<file path="src/rtl/agu_pkg.sv">
package agu_pkg;

    typedef enum logic [1:0] {
        SZ_BYTE  = 2'b00,
        SZ_HALF  = 2'b01,
        SZ_WORD  = 2'b10,
        SZ_DWORD = 2'b11
    } acc_size_e;

    typedef enum logic {
        FORM_DISP  = 1'b0,
        FORM_INDEX = 1'b1
    } addr_form_e;

    // Offset of the last byte of an operand: length minus one.
    function automatic logic [2:0] last_byte_off(input acc_size_e sz);
        case (sz)
            SZ_BYTE:  return 3'd0;
            SZ_HALF:  return 3'd1;
            SZ_WORD:  return 3'd3;
            default:  return 3'd7;
        endcase
    endfunction

    // Natural alignment from the three low address bits.
    function automatic logic is_natural(input acc_size_e sz, input logic [2:0] low);
        case (sz)
            SZ_BYTE:  return 1'b1;
            SZ_HALF:  return low[0] == 1'b0;
            SZ_WORD:  return low[1:0] == 2'b00;
            default:  return low == 3'b000;
        endcase
    endfunction

endpackage

</file>
<file path="src/rtl/agu_operand_sel.sv">
module agu_operand_sel
    import agu_pkg::*;
#(
    parameter int ADDR_W = 64,
    parameter int DISP_W = 16
) (
    input  logic [ADDR_W-1:0] base_val,
    input  logic [ADDR_W-1:0] index_val,
    input  logic              base_is_zero,
    input  logic [DISP_W-1:0] disp,
    input  addr_form_e        form,
    input  logic              string_imm,
    output logic [ADDR_W-1:0] opa,
    output logic [ADDR_W-1:0] opb
);
    localparam int EXT_W = ADDR_W - DISP_W;

    logic [ADDR_W-1:0] disp_ext;

    assign disp_ext = {{EXT_W{disp[DISP_W-1]}}, disp};

    always_comb begin
        opa = base_is_zero ? '0 : base_val;
        if (form == FORM_INDEX)
            opb = string_imm ? '0 : index_val;
        else
            opb = disp_ext;
    end
endmodule

</file>
<file path="src/rtl/agu_sum_mask.sv">
module agu_sum_mask #(
    parameter int ADDR_W = 64
) (
    input  logic [ADDR_W-1:0] opa,
    input  logic [ADDR_W-1:0] opb,
    input  logic              mode32,
    output logic [ADDR_W-1:0] ea
);
    localparam int HALF_W = ADDR_W / 2;

    logic [ADDR_W-1:0] raw;

    assign raw = opa + opb;

    always_comb begin
        ea = raw;
        if (mode32)
            ea[ADDR_W-1:HALF_W] = '0;
    end
endmodule

</file>
<file path="src/rtl/agu_attr.sv">
module agu_attr
    import agu_pkg::*;
#(
    parameter int ADDR_W = 64
) (
    input  logic [ADDR_W-1:0] ea,
    input  logic              mode32,
    input  acc_size_e         acc_size,
    output logic              aligned,
    output logic              wraps
);
    localparam int HALF_W = ADDR_W / 2;
    localparam int PAD_W  = ADDR_W + 1 - 3;

    logic [ADDR_W:0] start_ext;
    logic [ADDR_W:0] last_ext;

    always_comb begin
        start_ext = {1'b0, ea};
        if (mode32)
            start_ext[ADDR_W:HALF_W] = '0;
        last_ext = start_ext + {{PAD_W{1'b0}}, last_byte_off(acc_size)};
        if (mode32)
            wraps = last_ext[ADDR_W:HALF_W] != '0;
        else
            wraps = last_ext[ADDR_W];
        aligned = is_natural(acc_size, ea[2:0]);
    end
endmodule

</file>
<file path="src/rtl/lsu_ea_gen.sv">
module lsu_ea_gen
    import agu_pkg::*;
#(
    parameter int ADDR_W  = 64,
    parameter int DISP_W  = 16,
    parameter bit REG_OUT = 1'b1
) (
    input  logic              clk,
    input  logic              rst,
    input  logic              in_valid,
    input  logic [ADDR_W-1:0] base_val,
    input  logic [ADDR_W-1:0] index_val,
    input  logic              base_is_zero,
    input  logic [DISP_W-1:0] disp,
    input  logic              mode_indexed,
    input  logic              string_imm,
    input  logic              mode32,
    input  logic [1:0]        acc_size,
    output logic [ADDR_W-1:0] ea,
    output logic              aligned,
    output logic              wraps
);
    localparam int HALF_W = ADDR_W / 2;

    logic [ADDR_W-1:0] opa, opb, ea_c;
    logic              aligned_c, wraps_c;
    acc_size_e         size_e;
    addr_form_e        form_e;

    assign size_e = acc_size_e'(acc_size);
    assign form_e = addr_form_e'(mode_indexed);

    agu_operand_sel #(.ADDR_W(ADDR_W), .DISP_W(DISP_W)) u_sel (
        .base_val    (base_val),
        .index_val   (index_val),
        .base_is_zero(base_is_zero),
        .disp        (disp),
        .form        (form_e),
        .string_imm  (string_imm),
        .opa         (opa),
        .opb         (opb)
    );

    agu_sum_mask #(.ADDR_W(ADDR_W)) u_sum (
        .opa   (opa),
        .opb   (opb),
        .mode32(mode32),
        .ea    (ea_c)
    );

    agu_attr #(.ADDR_W(ADDR_W)) u_attr (
        .ea      (ea_c),
        .mode32  (mode32),
        .acc_size(size_e),
        .aligned (aligned_c),
        .wraps   (wraps_c)
    );

    generate
        if (REG_OUT) begin : g_reg
            always_ff @(posedge clk) begin
                if (rst) begin
                    ea      <= '0;
                    aligned <= 1'b0;
                    wraps   <= 1'b0;
                end else if (in_valid) begin
                    ea      <= ea_c;
                    aligned <= aligned_c;
                    wraps   <= wraps_c;
                end
            end


            upper_clear_chk: assert property (@(posedge clk) disable iff (rst)
                (in_valid && mode32) |=> (ea[ADDR_W-1:HALF_W] == '0));


            zero_base_disp_chk: assert property (@(posedge clk) disable iff (rst)
                (in_valid && base_is_zero && !mode_indexed && !mode32)
                |=> (ea == {{(ADDR_W-DISP_W){$past(disp[DISP_W-1])}}, $past(disp)}));


            byte_no_wrap_chk: assert property (@(posedge clk) disable iff (rst)
                (in_valid && acc_size == 2'b00) |=> (!wraps && aligned));


            hold_chk: assert property (@(posedge clk) disable iff (rst)
                !in_valid |=> ($stable(ea) && $stable(aligned) && $stable(wraps)));


            string_zero_chk: assert property (@(posedge clk) disable iff (rst)
                (in_valid && mode_indexed && string_imm && base_is_zero) |=> (ea == '0));


            reset_clear_chk: assert property (@(posedge clk)
                rst |=> (ea == '0 && !aligned && !wraps));
        end else begin : g_comb
            assign ea      = ea_c;
            assign aligned = aligned_c;
            assign wraps   = wraps_c;
        end
    endgenerate
endmodule

</file>
<file path="config.mk">
export PLATFORM = sky130hd
export DESIGN_NAME = lsu_ea_gen
export DESIGN_NICKNAME = d
export VERILOG_FILES = /design/src/rtl/agu_pkg.sv /design/src/rtl/agu_operand_sel.sv /design/src/rtl/agu_sum_mask.sv /design/src/rtl/agu_attr.sv /design/src/rtl/lsu_ea_gen.sv
export SDC_FILE = /design/constraint.sdc
export NUM_CORES = 1
export LEC_CHECK = 0
export BUFFER_PORTS_ARGS = -buffer_cell sky130_fd_sc_hd__buf_4
export CORE_MARGIN = 10
export CORE_UTILIZATION = 50
export CTS_CLUSTER_DIAMETER = 100
export CTS_CLUSTER_SIZE = 16
export DETAILED_ROUTE_END_ITERATION = 10
export PLACE_DENSITY_LB_ADDON = 0.05
export SLEW_MARGIN = 20
export SYNTH_ARGS = -nofsm -noshare
export SYNTH_HDL_FRONTEND = slang
export SYNTH_HIERARCHICAL = 1
export SYNTH_SLANG_ARGS = --single-unit
</file>
<file path="constraint.sdc">
create_clock -name clk -period 5.55 [get_ports clk]
set_input_delay 0.8325 -clock clk [delete_from_list [all_inputs] [get_ports clk]]
set_output_delay 0.8325 -clock clk [all_outputs]
set_load 0.02 [all_outputs]
</file>
# Word-level counts from Yosys, hierarchy flattened

Index checks and enable logic that the tools add are counted.

Register bits: 66
Input port bits: 153
Logic and storage cells: 20
Output and inout port bits: 66

Bitwise operators: 1
Muxes and demuxes: 8
$add $sub $neg: 2
Equal/unequal tests: 2
Reductions and logical operators: 4

Operators with widths:

| operator                                      | count |
|---|---|
| two-way mux 64 bit                            | 3 |
| adder 64 x 3 -> 65 bit                        | 1 |
| adder 64 bit                                  | 1 |
| two-way mux 32 bit                            | 2 |
| nonzero test 33 bit                           | 1 |
| one-hot mux 3 bit (3 select lines)            | 1 |
| zero test 2 bit                               | 2 |
| zero test 3 bit                               | 1 |
| one-hot mux 1 bit (3 select lines)            | 1 |
| == test 2 x 1 -> 1 bit, second input constant | 1 |
| == test 2 bit, second input constant          | 1 |
| two-way mux 1 bit                             | 1 |
| inverter 1 bit                                | 1 |

# Depth between registers and ports, before layout

Depth after elaboration: 8
Depth in mapped cells: 24
Mapped depth without buffers: 22

# Modules after synthesis

Netlist, hierarchy kept.

Modules (own cells, without submodules):

| module          | cells each | area an instance (um^2) | seq. area each (um^2) | times used |
|---|---|---|---|---|
| agu_sum_mask    | 611        | 4179.0                  | 0.0                   | 1 |
| lsu_ea_gen      | 213        | 2387.3                  | 1321.3                | 1 |
| agu_operand_sel | 151        | 1074.8                  | 0.0                   | 1 |
| agu_attr        | 86         | 565.5                   | 0.0                   | 1 |

# Worst setup path after synthesis

OpenSTA, ideal clock, no wires.

Kind: input port to flip-flop
Start: input port mode_indexed
End: register wraps
Arrival: 5.028 ns
Path slack: 0.457 ns
Setup time: 0.065 ns
Data required time: 5.485 ns
Stages: 23
Path buffers: 1
Cell sequence: nor2b_4 > buf_6 > a22o_1 > ha_1 > fa_1 > a211oi_2 > o21ai_1 > a31oi_1 > o21ai_2 > a41oi_4 > o31ai_4 > a21o_1 > a21boi_1 > mux2_1 > nand3_1 > or3_1 > nor4_1 > a2111o_1 > nand3_1 > and3_1 > a31oi_1 > mux2i_1 > nor2_1

Cells in the longest elaborated chain, start to end: 7

RTL lines:

| item                     | RTL line              | source |
|---|---|---|
| start, declared          | lsu_ea_gen.sv:15      | `input logic mode_indexed,` |
| two-way mux 64 bit *     | agu_operand_sel.sv:24 | `if (form == FORM_INDEX)` |
| named net opb[0]         | lsu_ea_gen.sv:25      | `logic [ADDR_W-1:0] opa, opb, ea_c;` |
| adder 64 bit *           | agu_sum_mask.sv:13    | `assign raw = opa + opb;` |
| two-way mux 32 bit *     | agu_sum_mask.sv:17    | `if (mode32)` |
| named net ea_c[50]       | lsu_ea_gen.sv:25      |  |
| two-way mux 32 bit *     | agu_attr.sv:20        | `if (mode32)` |
| adder 64 x 3 -> 65 bit * | agu_attr.sv:22        | `last_ext = start_ext + {{PAD_W{1'b0}}, last_byte_off(acc_size)};` |
| nonzero test 33 bit      | agu_attr.sv:24        | `wraps = last_ext[ADDR_W:HALF_W] != '0;` |
| two-way mux 1 bit *      | agu_attr.sv:23        | `if (mode32)` |
| named net wraps_c        | lsu_ea_gen.sv:26      | `logic aligned_c, wraps_c;` |
| end signal, assigned     | lsu_ea_gen.sv:69      | `wraps <= wraps_c;` |
| end, declared            | lsu_ea_gen.sv:21      | `output logic wraps` |

Mark *: on every way through the listed nets, which the timed path passes. The rest lies on a longest branch.
A chain may end at the register's enable or synchronous reset.

# Final worst setup path

Start: input port mode_indexed
End: register wraps

Elaborated cells on any way between the ends: 7
Those cells by class: 2 x add/sub; 4 x mux; 1 x reduce/logical

RTL lines:

| item                     | RTL line |
|---|---|
| two-way mux 64 bit *     | agu_operand_sel.sv:24 |
| named net opb[0]         | lsu_ea_gen.sv:25 |
| adder 64 bit *           | agu_sum_mask.sv:13 |
| named net ea_c[16]       | lsu_ea_gen.sv:25 |
| adder 64 x 3 -> 65 bit * | agu_attr.sv:22 |
| nonzero test 33 bit      | agu_attr.sv:24 |
| two-way mux 1 bit *      | agu_attr.sv:23 |
| named net wraps_c        | lsu_ea_gen.sv:26 |

Marks and branches as above.

==> summary.txt <==
Die ar. - 21900 sq um
WP data required - 5.75 ns
clock tree from TritonCTS - built
adder-cell share of the synthesized area - 10.2%
Leak Pwr - 5.84 nW
switching pwr - 0.837 mW
worst r2r dst - ea[36]
fin worst setup slack - 0.129 ns
switching share of total power - 37.1%
Vias - 9192
WP data arrival - 5.62 ns
FF+latch count, synth - 66
Max-slew headroom - 51.1%
Avg Inst Size Synth - 7.73 sq um
family with the most delay on the worst path - simple AND/OR/NAND/NOR gates
post-synthesis mux area share - 9.25%
clk sinks - 66
reg2reg setup slack - 4.85 ns
Synth Area in Compound Gates - 28.0%
clock latency at the later pin of the worst-skew pair - 0.33 ns
CP most frequent cell - buf_4
Power Internal - 1.42 mW
pin count of the biggest net entering global routing - 67
Hold Startpoint - ea[3]
critical setup path kind - in -> reg
floorplan die height - 148 microns
Peak VDD IR - 156 uV
port bufs - 218
crit-path cells - buf_4 > nor2b_4 > buf_12 > buf_4 > a22o_1 > ha_2 > fa_2 > a211oi_4 > buf_4 > o21ai_2 > a31oi_4 > nor3_1 > or2_2 > a21oi_1 > xnor2_1 > nand4_1 > nor4_4 > nand4_4 > or4_1 > a311oi_1 > and3_1 > a31oi_1 > mux2i_1 > nor2_1
Fmax - 0.184 GHz
fin nets - 1602
simple-gate share of the synthesized area - 25.3%
Clock Power Share - 27.5%
CP max FO - 12
synthesized instance count - 1061
final core utilization - 71.4%
Yosys warnings - 6
drt total wl - 29700 microns
vias in the first global route - 9251
register area share after synthesis - 16.1%
status - finished clean
IO Count - 219
antenna violations before repair - 0
Area Overhead vs Synth - 39.1%
Synth Area in XOR/XNOR - 5.34%
Worst Hold Path EP - ea[3]
Setup crit start kind - input port
Worst-Margin Slew - 0.733 ns
Primary FF master, synth - dfxtp_1
gpl congestion - 0.954
Fin Clk Skew - 0 ns
EDFF count, synth - 0
CTS Buf Count - 9
minimum clock period - 5.42 ns
post-route clock period utilization - 97.7%
Worst path slowest cell - or4_1
Hold Buf Count CTS - 0
Reg area - 1320 sq um
HPWL Detailed - 23800 microns
Multi-input gate area - 6590 sq um
core area - 16000 sq um
Hold Vio Cnt, Final - 0
GRT Residual Overflow - 0
WHS - 0.495 ns
worst slack at placement - -0.384 ns
post-synth cell types - 87
Total Power - 2.26 mW
ratio of cells with drive above 1 in the final layout - 31.8%
max-slew violation count - 0
WL/cell - 18.5 microns
ANT cells - 0
sequential cell fraction of total power - 23.8%
Std-Cell Rows - 46
Initial Util - 51.3%
r2r startpoint - ea[36]
post-synthesis async set-or-reset flop share - 0%
Power Density - 198 nW/um^2
clock tree buffer depth - 2
Setup-failing EPs final - 0
clock slew at reported path FFs - 0.06 ns
first-pass GRT wire length - 46700 microns
initial drt markers - 546
Bufs and invs on worst path - 4
Comb pwr share - 48.7%
largest family of logic cells by synthesized area - compound AO/OA/AOI/OAI gates
number of H-tree levels - 3
Critical Path End Type - register
drt pass-1 iters - 5
Detail Route Antenna Nets - 0
Synth Net Count - 1280
Worst Hold Depth - 2
Die Wd - 148 microns
post-synthesis cell area - 8210 sq um
number of vias per cell - 5.73
fill count - 1350
Min-Delay Path Class - reg -> reg
R2R cell count - 2
Tot GR Track Use - 25.5%
CTS root buffer - clkbuf_16
Largest stage delay, worst path - 0.42 ns
maxcap violations - 0
drc violations - 0
## per-layer routing
layer / global-route usage, % / share of wire (%) / wire [microns]
met1: 29.9 / 41 / 12200
met2: 44.4 / 48 / 14400
met4: 8.62 / 2.3 / 678
met5: 0 / 0 / 0
met3: 5.98 / 8.2 / 2440
## how the worst max path moves through the flow
stage / from / end / depth (start not counted)
after global routing: mode_indexed / wraps / 24
after detailed placement: mode_indexed / wraps / 25
final: mode_indexed / wraps / 24
after floorplan: mode_indexed / wraps / 23
after CTS: mode_indexed / wraps / 25
after global placement: mode_indexed / wraps / 23
## synthesized netlist by cell type (10+ instances only)
master	n	share of area [%]
mux2i_1	68	8.3
a21o_1	91	8.3
o21ai_1	11	0.67
nand2_1	65	3.0
inv_1	17	0.78
xor2_1	18	1.9
nor2b_1	73	5.6
xnor2_1	32	3.4
clkbuf_1	22	1.0
dfxtp_1	66	16
ha_1	65	9.9
nand3_1	27	1.6
nor2_1	131	6.0
nand4_1	22	1.7
buf_6	10	1.4
nor3_1	16	0.98
o21ai_0	25	1.5
a21oi_1	81	4.9
and3_1	12	0.91
a31oi_1	12	0.91
a22o_1	15	1.6
buf_2	20	1.2
o21bai_1	19	1.7
o21a_1	11	1.0
## worst reg2reg max path, delay by kind of cell, from the launching register on
family | cells | cell delay [ns]
simple gates | 1 | 0.06
mux | 1 | 0.15
flops | 1 | 0.35
## per-stage QoR
| stage | instances | TNS (ns) | area [sq um] |
|---|---|---|---|
| after floorplan | 1061 | 0 | 8210 |
| after global placement | 1581 | -0.219 | 10900 |
| after detailed placement | 1581 | -0.384 | 10900 |
| after CTS | 1597 | 0 | 11200 |
| after global routing | 1604 | -0.0110 | 11400 |
| final | 1604 | 0 | 11400 |
## flip-flops by register name, summed over array words and instances (netlist names)
name	cells
wraps	1
ea	64
aligned	1
## power by group through the flow
stage,sequential (mW),clock (mW),combinational (mW)
after floorplan,0.593,0,0.577
after global placement,0.545,0,1.05
after detailed placement,0.546,0,1.05
after CTS,0.536,0.635,1.06
after global routing,0.541,0.649,1.19
final,0.537,0.622,1.10
## area by class of cell
cell class | instances | area share, %
clock buffer | 9 | 1.97
clock inverter | 7 | 0.811
tap | 216 | 2.37
timing repair buffer | 371 | 25.0
multi-input combinational | 918 | 57.7
sequential | 66 | 11.6
inverter | 17 | 0.559
## placed cells by master (no fill, tap or decap), types with 5 or more instances in the layout
master / n
nor2_1: 127
nor2_2: 5
nor2b_1: 73
a21o_1: 91
o21ai_2: 5
buf_12: 5
o21ai_1: 11
o21ai_0: 22
clkbuf_16: 9
a31oi_1: 8
nand3_1: 27
o211ai_1: 6
o21a_1: 11
a22o_1: 15
and3_1: 12
xnor2_1: 31
inv_1: 17
o31ai_1: 5
and2_1: 8
dfxtp_1: 66
buf_4: 365
nand4_1: 22
ha_1: 63
o21bai_1: 19
nor3_1: 15
nand2_1: 65
nand2b_1: 7
xor2_1: 17
a21oi_1: 79
and4_1: 7
mux2_1: 7
mux2i_1: 68
## logic make-up (layout without fill, tap and decap cells)
| kind of cell | after synthesis | in the layout |
|---|---|---|
| simple gates | 401 | 401 |
| compound gates | 326 | 326 |
| buf+inv | 77 | 404 |
| mux | 75 | 75 |
| fa+ha+maj | 66 | 66 |
| flops | 66 | 66 |
| xor+xnor | 50 | 50 |
## repair_timing
item                                    4_1_cts  5_1_grt
buffers inserted                              0        7
resized for setup                             3       34
endpoints found under the setup margin        1        1
cloned                                        0        0
pin swaps                                     0       18
hold endpoints to repair                      0        0
(Power assumes the default switching activity.)
